`src/rtl/exc_pkg.sv`:
```
package exc_pkg;
    localparam int XLEN     = 32;
    localparam int ASID_W   = 8;
    localparam int VPN_W    = 21;
    localparam int VPN2_W   = VPN_W - 2;
    localparam int CODE_W   = 5;
    localparam int KIND_W   = 5;
    localparam int COP_W    = 2;
    localparam int RIDX_W   = 3;
    localparam int NREG     = 7;

    localparam int ST_EXL      = 0;
    localparam int ST_BEV      = 1;
    localparam int CA_IV       = 8;
    localparam int CA_CE_LSB   = 12;
    localparam int EH_X_LSB    = 8;
    localparam int EH_VPN2_LSB = XLEN - VPN2_W;
    localparam int CX_VPN2_LSB = 4;

    localparam logic [XLEN-1:0] BOOT_BASE  = 32'hBFC0_0200;
    localparam logic [XLEN-1:0] OFS_GEN    = 32'h0000_0180;
    localparam logic [XLEN-1:0] OFS_IVEC   = 32'h0000_0200;
    localparam logic [XLEN-1:0] OFS_REFILL = 32'h0000_0000;

    typedef enum logic [KIND_W-1:0] {
        K_INT = 5'd0, K_TLB_MOD = 5'd1, K_REFILL = 5'd2, K_TLB_INV = 5'd3,
        K_ADDR = 5'd4, K_IBUS = 5'd5, K_DBUS = 5'd6, K_SYS = 5'd7,
        K_BRK = 5'd8, K_RSVD = 5'd9, K_COP = 5'd10, K_OVF = 5'd11,
        K_TRAP = 5'd12, K_COP2 = 5'd13, K_MEDIA = 5'd14, K_WATCH = 5'd15,
        K_MCHK = 5'd16, K_THREAD = 5'd17, K_CACHE = 5'd18
    } fault_kind_e;

    typedef enum logic [RIDX_W-1:0] {
        RG_STATUS = 3'd0, RG_CAUSE = 3'd1, RG_EPC = 3'd2, RG_BAD = 3'd3,
        RG_EBASE = 3'd4, RG_EHI = 3'd5, RG_CTX = 3'd6
    } reg_idx_e;

    typedef struct packed {
        logic [CODE_W-1:0] code;
        logic              tlb;
        logic              wr_bad;
        logic              wr_ce;
    } fault_info_t;

    function automatic logic [CODE_W-1:0] exc_code(fault_kind_e k, logic st);
        case (k)
            K_INT:     return 5'd0;
            K_TLB_MOD: return 5'd1;
            K_REFILL,
            K_TLB_INV: return st ? 5'd3 : 5'd2;
            K_ADDR:    return st ? 5'd5 : 5'd4;
            K_IBUS:    return 5'd6;
            K_DBUS:    return 5'd7;
            K_SYS:     return 5'd8;
            K_BRK:     return 5'd9;
            K_RSVD:    return 5'd10;
            K_COP:     return 5'd11;
            K_OVF:     return 5'd12;
            K_TRAP:    return 5'd13;
            K_COP2:    return 5'd18;
            K_MEDIA:   return 5'd22;
            K_WATCH:   return 5'd23;
            K_MCHK:    return 5'd24;
            K_THREAD:  return 5'd25;
            K_CACHE:   return 5'd30;
            default:   return 5'd10;
        endcase
    endfunction

    function automatic logic is_tlb(fault_kind_e k);
        return (k == K_TLB_MOD) || (k == K_REFILL) || (k == K_TLB_INV);
    endfunction
endpackage

```
`src/rtl/exc_cause_enc.sv`:
```
module exc_cause_enc
    import exc_pkg::*;
(
    input  fault_kind_e kind,
    input  logic        store,
    output fault_info_t info
);
    always_comb begin
        info.code   = exc_code(kind, store);
        info.tlb    = is_tlb(kind);
        info.wr_bad = is_tlb(kind) || (kind == K_ADDR);
        info.wr_ce  = (kind == K_COP);
    end
endmodule

```
`src/rtl/exc_vec_sel.sv`:
```
module exc_vec_sel
    import exc_pkg::*;
(
    input  fault_kind_e     kind,
    input  logic            bev,
    input  logic            exl,
    input  logic            iv,
    input  logic [XLEN-1:0] ebase,
    output logic [XLEN-1:0] vector
);
    logic [XLEN-1:0] base, ofs;

    always_comb begin
        base = bev ? BOOT_BASE : ebase;
        unique case (kind)
            K_INT:    ofs = iv  ? OFS_IVEC : OFS_GEN;
            K_REFILL: ofs = exl ? OFS_GEN  : OFS_REFILL;
            default:  ofs = OFS_GEN;
        endcase
        vector = base + ofs;
    end
endmodule

```
`src/rtl/exc_cp_regs.sv`:
```
module exc_cp_regs
    import exc_pkg::*;
(
    input  logic              clk,
    input  logic              rst,
    input  logic              flt_valid,
    input  fault_info_t       info,
    input  logic [XLEN-1:0]   flt_pc,
    input  logic [XLEN-1:0]   flt_vaddr,
    input  logic [ASID_W-1:0] flt_asid,
    input  logic [VPN_W-1:0]  flt_vpn,
    input  logic [COP_W-1:0]  flt_cop,
    input  logic              sw_we,
    input  logic [RIDX_W-1:0] sw_addr,
    input  logic [XLEN-1:0]   sw_wdata,
    output logic [XLEN-1:0]   sw_rdata,
    output logic [XLEN-1:0]   status_o,
    output logic [XLEN-1:0]   cause_o,
    output logic [XLEN-1:0]   ebase_o
);
    logic [XLEN-1:0] regs_q [NREG];
    logic [XLEN-1:0] regs_d [NREG];
    logic [VPN2_W-1:0] vpn2;

    assign vpn2 = flt_vpn[VPN_W-1:2];

    always_comb begin
        for (int i = 0; i < NREG; i++) regs_d[i] = regs_q[i];
        if (flt_valid) begin
            regs_d[RG_STATUS][ST_EXL]        = 1'b1;
            regs_d[RG_CAUSE][CODE_W-1:0]     = info.code;
            if (info.wr_ce)
                regs_d[RG_CAUSE][CA_CE_LSB +: COP_W] = flt_cop;
            regs_d[RG_EPC] = flt_pc;
            if (info.wr_bad) regs_d[RG_BAD] = flt_vaddr;
            if (info.tlb) begin
                regs_d[RG_EHI] = '0;
                regs_d[RG_EHI][ASID_W-1:0]            = flt_asid;
                regs_d[RG_EHI][EH_X_LSB +: 2]         = flt_vpn[1:0];
                regs_d[RG_EHI][EH_VPN2_LSB +: VPN2_W] = vpn2;
                regs_d[RG_CTX][CX_VPN2_LSB +: VPN2_W] = vpn2;
            end
        end else if (sw_we) begin
            for (int i = 0; i < NREG; i++)
                if (sw_addr == RIDX_W'(i)) regs_d[i] = sw_wdata;
        end
    end

    generate
        for (genvar g = 0; g < NREG; g++) begin : g_reg
            always_ff @(posedge clk) begin
                if (rst) regs_q[g] <= (g == RG_STATUS) ? (XLEN'(1) << ST_BEV) : '0;
                else     regs_q[g] <= regs_d[g];
            end
        end
    endgenerate

    always_comb begin
        sw_rdata = '0;
        for (int i = 0; i < NREG; i++)
            if (sw_addr == RIDX_W'(i)) sw_rdata = regs_q[i];
    end

    assign status_o = regs_q[RG_STATUS];
    assign cause_o  = regs_q[RG_CAUSE];
    assign ebase_o  = regs_q[RG_EBASE];

    p_exl_set_r9: assert property (@(posedge clk) disable iff (rst)
        flt_valid |=> regs_q[RG_STATUS][ST_EXL]);
    p_epc_save_r9: assert property (@(posedge clk) disable iff (rst)
        flt_valid |=> regs_q[RG_EPC] == $past(flt_pc));
    p_bad_keep_r6: assert property (@(posedge clk) disable iff (rst)
        (flt_valid && !info.wr_bad) |=> $stable(regs_q[RG_BAD]));
    p_fault_wins_r10: assert property (@(posedge clk) disable iff (rst)
        (flt_valid && sw_we && sw_addr == RG_EBASE) |=> $stable(regs_q[RG_EBASE]));
endmodule

```
`src/rtl/exc_entry_unit.sv`:
```
module exc_entry_unit
    import exc_pkg::*;
(
    input  logic              clk,
    input  logic              rst,
    input  logic              flt_valid,
    input  logic [KIND_W-1:0] flt_kind,
    input  logic              flt_store,
    input  logic [XLEN-1:0]   flt_pc,
    input  logic [XLEN-1:0]   flt_vaddr,
    input  logic [ASID_W-1:0] flt_asid,
    input  logic [VPN_W-1:0]  flt_vpn,
    input  logic [COP_W-1:0]  flt_cop,
    input  logic              sw_we,
    input  logic [RIDX_W-1:0] sw_addr,
    input  logic [XLEN-1:0]   sw_wdata,
    output logic [XLEN-1:0]   sw_rdata,
    output logic              redir_valid,
    output logic [XLEN-1:0]   redir_pc
);
    fault_kind_e     kind;
    fault_info_t     info;
    logic [XLEN-1:0] status, cause, ebase, vector;

    assign kind = fault_kind_e'(flt_kind);

    exc_cause_enc u_enc (.kind(kind), .store(flt_store), .info(info));

    exc_vec_sel u_vec (
        .kind(kind), .bev(status[ST_BEV]), .exl(status[ST_EXL]),
        .iv(cause[CA_IV]), .ebase(ebase), .vector(vector)
    );

    exc_cp_regs u_regs (
        .clk(clk), .rst(rst), .flt_valid(flt_valid), .info(info),
        .flt_pc(flt_pc), .flt_vaddr(flt_vaddr), .flt_asid(flt_asid),
        .flt_vpn(flt_vpn), .flt_cop(flt_cop), .sw_we(sw_we),
        .sw_addr(sw_addr), .sw_wdata(sw_wdata), .sw_rdata(sw_rdata),
        .status_o(status), .cause_o(cause), .ebase_o(ebase)
    );

    always_ff @(posedge clk) begin
        if (rst) begin
            redir_valid <= 1'b0;
            redir_pc    <= '0;
        end else begin
            redir_valid <= flt_valid;
            if (flt_valid) redir_pc <= vector;
        end
    end

    p_redir_rise_r9: assert property (@(posedge clk) disable iff (rst)
        flt_valid |=> redir_valid);
    p_redir_idle_r9: assert property (@(posedge clk) disable iff (rst)
        !flt_valid |=> !redir_valid);
    p_refill_boot_r5: assert property (@(posedge clk) disable iff (rst)
        (flt_valid && kind == K_REFILL && !status[ST_EXL] && status[ST_BEV])
        |=> redir_pc == BOOT_BASE);
    p_mod_code_r2: assert property (@(posedge clk) disable iff (rst)
        (flt_valid && kind == K_TLB_MOD) |=> cause[CODE_W-1:0] == 5'd1);
endmodule

```
`config.mk`:
```
export PLATFORM = sky130hd
export DESIGN_NAME = exc_entry_unit
export DESIGN_NICKNAME = d
export VERILOG_FILES = /design/src/rtl/exc_pkg.sv /design/src/rtl/exc_cause_enc.sv /design/src/rtl/exc_vec_sel.sv /design/src/rtl/exc_cp_regs.sv /design/src/rtl/exc_entry_unit.sv
export SDC_FILE = /design/constraint.sdc
export NUM_CORES = 1
export LEC_CHECK = 0
export ABC_AREA = 1
export BUFFER_PORTS_ARGS = -buffer_cell sky130_fd_sc_hd__buf_2
export CORE_MARGIN = 2
export CORE_UTILIZATION = 42
export CTS_BUF_LIST = sky130_fd_sc_hd__clkbuf_8
export CTS_CLUSTER_DIAMETER = 30
export DETAILED_ROUTE_END_ITERATION = 16
export SLEW_MARGIN = 20
export SYNTH_ARGS = -nofsm -noshare
export SYNTH_HDL_FRONTEND = slang
export SYNTH_HIERARCHICAL = 1
export SYNTH_SLANG_ARGS = --single-unit
export TNS_END_PERCENT = 100
```
`constraint.sdc`:
```
create_clock -name clk -period 4.88 [get_ports clk]
set_input_delay 0.488 -clock clk [delete_from_list [all_inputs] [get_ports clk]]
set_output_delay 0.488 -clock clk [all_outputs]
set_load 0.05 [all_outputs]
```
### Word level (Yosys, flattened, before mapping)

Memories as Yosys holds them, arrays and structs flattened.
Cells that the tools add are included.

* flip-flop bits (word level): 33
* bits in writable memories: 224
* bits of input ports: 140
* output and inout port bits: 65
* logic and storage cells: 87
* memories: 1

Memories
* u_regs.regs_q: words 7, bits a word 32, rd ports 7, clocked after Yosys merged registers in 0, write ports 7, RTL line exc_cp_regs.sv:21 `logic [XLEN-1:0] regs_q [NREG];`

* add/sub/neg operators: 1
* equality and inequality tests: 23
* mux-type cells: 47
* bitwise operators: 7
* reductions and logical operators: 6

Operator list (number)
* two-way mux 32 bit: 26
* two-way mux 224 bit: 1
* case mux 5 bit (17 select lines): 1
* two-way mux 69 bit: 1
* case mux 32 bit (2 select lines): 1
* two-way mux 19 bit: 2
* equality test 5 x 4 -> 1 bit, second input constant: 7
* adder 32 bit: 1
* two-way mux 31 bit: 1
* equality test 5 x 3 -> 1 bit, second input constant: 4
* two-way mux 18 bit: 1
* two-way mux 9 bit: 2
* equality test 5 bit, second input constant: 3
* equality test 5 x 2 -> 1 bit, second input constant: 2
* two-way mux 10 bit: 1
* equality test 3 bit, second input constant: 3
* two-way mux 7 bit: 1
* bitwise OR 1 bit: 7
* equality test 3 x 2 -> 1 bit, second input constant: 2
* two-way mux 1 bit: 6
* equality test 5 x 1 -> 1 bit, second input constant: 1
* logical NOT 5 bit: 1
* two-way mux 2 bit: 2
* two-way mux 4 bit: 1
* other kinds (4): 6

### Longest topological paths before layout

Gate-level depths: netlist of the first run.

* depth in word-level cells: 8
* mapped depth: 20
* depth with buffers taken out: 20

### By module

Netlist of the first run, hierarchy kept.

Modules (own cells, without submodules)
* exc_cp_regs: times used 1, cells an instance 1675, area each 10875.4 µm², sequential area each 4484.3 µm²
* exc_entry_unit: times used 1, cells an instance 206, area each 1352.5 µm², sequential area each 660.6 µm²
* exc_vec_sel: times used 1, cells an instance 250, area each 1192.4 µm², sequential area each 0.0 µm²
* exc_cause_enc: times used 1, cells an instance 63, area each 307.8 µm², sequential area each 0.0 µm²

### Least setup slack after synthesis of the first run

Ideal clock, no wire load.

* path type: input port to flip-flop
* start point: input flt_kind[1]
* end point: register redir_pc[31]
* setup time: 115 ps
* arrival time: 2227 ps
* required time: 4765 ps
* path slack: 2538 ps
* cell stages on the path: 19
* path buffers: 0
* cells stage by stage: inv_1 -> or2_2 -> a21oi_1 -> inv_1 -> ha_1 -> inv_1 -> fa_1 -> inv_1 -> nand2_1 -> nand2_1 -> nand2_1 -> nor2_2 -> nand3_1 -> nand2_1 -> nand2_1 -> inv_1 -> nand2_1 -> nand2_1 -> nor2_1

* longest elaborated chain between the ends: 3
* elaborated cells between the ends (all ways): 4
* classes of those cells: add/sub: 1; eq/ne: 1; mux: 1; reduce/logical: 1

RTL lines
* from (decl): RTL line exc_entry_unit.sv:7 `input logic [KIND_W-1:0] flt_kind,`
* equality test 5 x 2 -> 1 bit or logical NOT 5 bit (tied branches): RTL line exc_vec_sel.sv:15 `unique case (kind)`
* case mux 32 bit (2 select lines) (*): RTL line exc_vec_sel.sv:15
* adder 32 bit (*): RTL line exc_vec_sel.sv:20 `vector = base + ofs;`
* net vector[31]: RTL line exc_entry_unit.sv:23 `logic [XLEN-1:0] status, cause, ebase, vector;`
* to (signal assigned): RTL line exc_entry_unit.sv:48 `if (flt_valid) redir_pc <= vector;`
* to (decl): RTL line exc_entry_unit.sv:19 `output logic [XLEN-1:0] redir_pc`

The timed path passes the listed nets; every way through them passes the cells marked *.
A chain may end at the register's enable or synchronous reset.

### Worst setup path after layout of the first run

* start point: input sw_addr[0]
* end point: output sw_rdata[15]

* longest elaborated chain between the ends: 8
* elaborated cells between the ends (all ways): 14
* classes of those cells: eq/ne: 6; mux: 7; reduce/logical: 1

RTL lines
* from (decl): RTL line exc_entry_unit.sv:15 `input logic [RIDX_W-1:0] sw_addr,`
* logical NOT 3 bit: RTL line exc_cp_regs.sv:61 `if (sw_addr == RIDX_W'(i)) sw_rdata = regs_q[i];`
* two-way mux 32 bit (6 in a row): RTL line exc_cp_regs.sv:61
* two-way mux 32 bit (*): RTL line exc_cp_regs.sv:61
* to (decl): RTL line exc_entry_unit.sv:17 `output logic [XLEN-1:0] sw_rdata,`

Every way passes the cells marked *; elsewhere a longest branch is shown, timed or not.

==> results of run 1 <==
[critical path: stages]
cell and delay (ns):
buf_2 0.65, inv_2 0.17, nand3_1 0.12, buf_4 0.29, clkinv_1 0.93, nand2_1 0.34
nand4_1 0.15, buf_2 0.24
[per-stage QoR]
stage / cells / setup slack [ns] / hold WS [ns] / instance area [µm²]
floorplan: 2194 / 2.54 / 0.439 / 13700
global placement: 2731 / 1.46 / 0.453 / 14900
detailed placement: 2731 / 1.43 / 0.457 / 14900
CTS: 2835 / 1.45 / 0.125 / 16200
global route: 2837 / 0.852 / 0.169 / 16200
finish: 2837 / 0.973 / 0.156 / 16200
[registers in the layout, indices dropped and copies added, names as in the netlist]
| register | count |
|---|---|
| redir_pc | 32 |
| redir_valid | 1 |
| u_regs/regs_q | 224 |
[Yosys cell counts (all sizes together)]
cell,n
nand3,160
o21ai,87
a211oi,58
o22ai,19
xnor2,8
a22oi,3
xor2,6
clkinv,1
fa,1
a21oi,82
nand2,642
nand3b,1
inv,208
clkbuf,68
o21a,32
ha,3
dfxtp,257
or2,3
nor3,7
nor2,435
buf,64
and2,1
nand4,46
o211ai,2
[layout make-up]
type,instances,area (µm²)
diodes,2,5.00
clock buffers,69,950
clock inverters,35,319
fillers,3474,16200
inverters,209,785
multi-input cells,1596,7210
flip-flops and latches,257,5140
well taps,442,553
repair buffers,227,1200
[cell families after synthesis]
kind of cell,synth area share
simple gates,0.388
buf+inv,0.102
compound gates,0.122
flops,0.375
xor+xnor,0.00893
fa+ha+maj,0.00419
[routing by layer]
layer	track usage	vias up	wire [µm]
li1	-	7273	-
met1	0.419	6746	22400
met2	0.420	755	21000
met3	0.0696	95	5530
met4	0.0968	0	1530
met5	0	-	0
[report_power, final]
part	switching (mW)	total [mW]	internal, mW	leakage (nW)
logic	0.497	0.693	0.195	5.04
clock network	1.04	2.60	1.56	0.689
registers	0.0549	2.24	2.19	2.10
[worst paths after layout]
check	end	slack, ns	cells past startpoint
setup / recovery	sw_rdata[15]	0.97	8
hold / removal	u_regs/regs_q[2][13]	0.16	3
setup reg to reg	redir_pc[25]	2.34	16
hold reg to reg	redir_pc[4]	0.46	2
==> flow_summary.toml, run 1 <==
[cts]
clock_sinks = 257
clock_latency_ns = 0.60
clk_pin_slew_ns = 0.06
cts_root_buffer = "clkbuf_8"
cts_tree = "built"
cts_resized = 0
ctsHoldBuffers = 0
cts_buffers = 58
cts_buffer_depth = 3
post_cts_buffers = 0
h-tree-depth = 2

[yosys]
syn_area_per_cell_um2 = 6.26
yosysTopAreaCellShare = 0.375
yosysTopAreaCell = "dfxtp_1"
syn_nets = 2338
netlist-cell-type-count = 35
yosys_warnings = 6
seq_area_frac_synth = 0.375
synth-seq-cells = 257
synth_cells = 2194
synthesis.area_um2 = 13700
synth_area_leaders = "dfxtp_1 (37%), nand2_1 (17%), nor2_1 (11%), nand3_1 (5.5%), inv_1 (5.3%)"

[critical_path]
timing.rr.start = "u_regs/regs_q[0][1]"
cp_max_fo = 36
worstSetupEndpointType = "output port"
setup.worst_path.start = "sw_addr[0]"
required_ns = 4.39
start_kind = "primary input"
crit_arrival_ns = 3.42
worstSetupPathType = "in2out"

[global_route]
grt_pass1_vias = 13200
grt_overflow = 0
grt_usage = 0.290
grt_pass1_wl_mm = 76.5
antenna_found_initial = 2
grt_max_degree = 80

[timing]
tightestPinTransition_ns = 1.11
rsz0062_at_grt = "false"
fin_skew_ns = 0.0161
timing.final.crit_share = 0.801
slew_violations = 0
timing.final.hold_violations = 0
fmax_ghz = 0.256
setup_viol = 0
fin_crit_ns = 3.91
fin_tns_setup_ns = 0
slew-limit-headroom = 0.257

[routing]
ant_nets = 0
drtIter0Drc = 1558
finalWirelength_mm = 50.5
vias_per_cell = 5.24
num_vias = 14900
drtPass1Iterations = 6
wire_per_inst_um = 17.8
drcViolationCount = 0

[floorplan]
die_x_um = 185
core_um2 = 32400
pin_count = 205
num_rows = 66
die_area_um2 = 34100
fp.dieH_um = 185
initial_utilization = 0.424

[cells_and_area]
drive_above_1_share = 0.158
area.growth.synth_to_final_pct = 17.8
finish.utilization = 0.499
final_nets = 2493
final_cell_mix = "nand2_1 (635), nor2_1 (413), dfxtp_1 (257)"
final_common_cell = "nand2_1"

[placement]
portBuffers = 204
place_hpwl_mm = 36.1
gp_congestion = 0.922

[power_and_ir_drop]
power_density_nw_per_um2 = 342
ir_worst_vdd_mv = 0.223
total_power_mw = 5.53
leakagePower_nw = 7.82

[worst_hold_path]
hold_class = "in2reg"
hp-start = "flt_pc[13]"

[run_status]
status = "finished clean"

[run]
drv_cap = 0
No activity file was read; power rests on OpenSTA's default activity.
==> run 2, diff against run 1 <==
- clock period: 4.88 -> 3.45 ns (I/O delays scaled with it)
==> run 2 against run 1 <==
Net effect: final cell count rose by 0.67%; first-iteration DRC count down 9.2%; clock power increased by 66%; non-clock buffer count up 8; clock skew fell by 0.0024 ns; die area stayed put; via count fell by 0.92%; power rose by 53%; cell area increased by 2.1%; hold slack got worse by 0.10 ns; critical endpoint is now redir_pc[23]; critical path depth up 8; global-route usage is 0.22 points lower.
==> flow_summary.toml, run 2 (same netlist as run 1, synthesis figures left out) <==
[cts]
clk_pin_slew_ns = 0.05
cts_buffers = 67
h-tree-depth = 3
clock_latency_ns = 0.56
post_cts_buffers = 0
cts_buffer_depth = 3
clock_sinks = 257
cts_root_buffer = "clkbuf_8"
ctsHoldBuffers = 0
cts_tree = "built"
cts_resized = 0

[timing]
fin_skew_ns = 0.0136
fin_crit_ns = 2.61
timing.final.crit_share = 0.756
whs_ns = 0.0537
setup_viol = 0
fmax_ghz = 0.384
slew-limit-headroom = 0.347
tightestPinTransition_ns = 0.979
fin_tns_setup_ns = 0
slew_violations = 0
rsz0062_at_grt = "false"
timing.final.hold_violations = 0
setup_slack_ns = 0.843

[global_route]
grt_max_degree = 118
antenna_found_initial = 0
grt_pass1_vias = 13500
grt_usage = 0.288
grt_overflow = 0
grt_pass1_wl_mm = 76.1

[routing]
drtIter0Drc = 1415
drtPass1Iterations = 6
wire_per_inst_um = 17.5
vias_per_cell = 5.16
drcViolationCount = 0
finalWirelength_mm = 49.9
num_vias = 14700
ant_nets = 0

[placement]
place_hpwl_mm = 35.4
dp.cells = 2739
gp_congestion = 0.943
dp_slack_ns = 0.775
portBuffers = 204

[floorplan]
die_area_um2 = 34100
num_rows = 66
pin_count = 205
core_um2 = 32400
die_x_um = 185
fp.dieH_um = 185
initial_utilization = 0.424

[cells_and_area]
fillCellCount = 3418
final_cell_mix = "nand2_1 (635), nor2_1 (413), dfxtp_1 (257)"
finalNonFillerCells = 2856
area.growth.synth_to_final_pct = 20.2
final_nets = 2510
reg_top3 = "u_regs/regs_q: 224 flops, redir_pc: 32 flops, redir_valid: 1 flops"
top_register = "u_regs/regs_q"
diodes = 0
largest_reg_flops = 224
final_common_cell = "nand2_1"
drive_above_1_share = 0.167

[run]
drv_cap = 0

[critical_path]
cp_max_fo = 23
worstSetupPathType = "reg2reg"
worstSetupEndpointType = "flip-flop"
crit_arrival_ns = 3.05
start_kind = "flip-flop"
ff2ff_setup_slack_ns = 0.84
required_ns = 3.90

[power_and_ir_drop]
leakagePower_nw = 7.97
total_power_mw = 8.48
power_density_nw_per_um2 = 514
ir_worst_vdd_mv = 0.348

[run_status]
status = "finished clean"

[worst_hold_path]
hold_class = "in2reg"
[run 2: cell types whose count changed in the layout (fill, tap and decap cells not counted), moves of 2 or more]
cell / before / now
buf_4: 25 / 30
clkinvlp_4: 4 / 9
clkbuf_8: 69 / 81
buf_12: 0 / 3
bufinv_16: 5 / 8
clkinv_2: 11 / 9
diode_2: 2 / 0
inv_1: 204 / 202
[run 2: cell type report]
type / instances / area, µm² / area share
Multi-Input combinational cell: 1596 / 7210 / 0.437
Clock inverter: 36 / 400 / 0.0243
Timing Repair Buffer: 235 / 1300 / 0.0786
Sequential cell: 257 / 5140 / 0.312
Clock buffer: 81 / 1110 / 0.0676
Inverter: 209 / 785 / 0.0475
Tap cell: 442 / 553 / 0.0335
[run 2: final timing paths]
check,endpoint,from,cells past startpoint
worst max register to register,redir_pc[23],u_regs/regs_q[0][1],16
worst min-delay path,u_regs/regs_q[2][13],flt_pc[13],3
worst min register to register,u_regs/regs_q[1][5],u_regs/regs_q[1][5],2
worst max-delay path,redir_pc[23],u_regs/regs_q[0][1],16
[run 2: power breakdown]
part / switching, mW / total, mW / internal [mW]
Combinational: 0.700 / 0.984 / 0.284
Sequential: 0.0778 / 3.18 / 3.10
Clock: 1.58 / 4.32 / 2.73
Total: 2.36 / 8.48 / 6.12
[run 2: worst max-delay path: stages, from the launching register on]
cell and delay [ns]:
dfxtp_1 0.59, nor2_1 0.22, ha_1 0.19, inv_1 0.07, fa_1 0.46, inv_1 0.07
nand2_1 0.05, nand2_1 0.08, nand2_1 0.10, nor2_2 0.23, nand2_1 0.09, nand2_1 0.07
nand2_1 0.05, inv_1 0.05, nand2_1 0.04, nand2_1 0.08, nor2_1 0.05
[run 2: metal layers]
metal,vias to the layer above,part of all wire,track usage,wire length (µm)
met5,-,0,0,0
met4,0,0.036,0.110,1800
met3,113,0.090,0.0590,4520
met2,667,0.42,0.419,20800
met1,6651,0.46,0.415,22900
li1,7301,-,-,-
[run 2: metrics by stage]
| step | utilization | instance area (µm²) |
|---|---|---|
| floorplan | - | 13700 |
| global placement | 0.463 | 15000 |
| detailed placement | 0.463 | 15000 |
| CTS | 0.510 | 16500 |
| global route | 0.510 | 16500 |
| finish | 0.510 | 16500 |
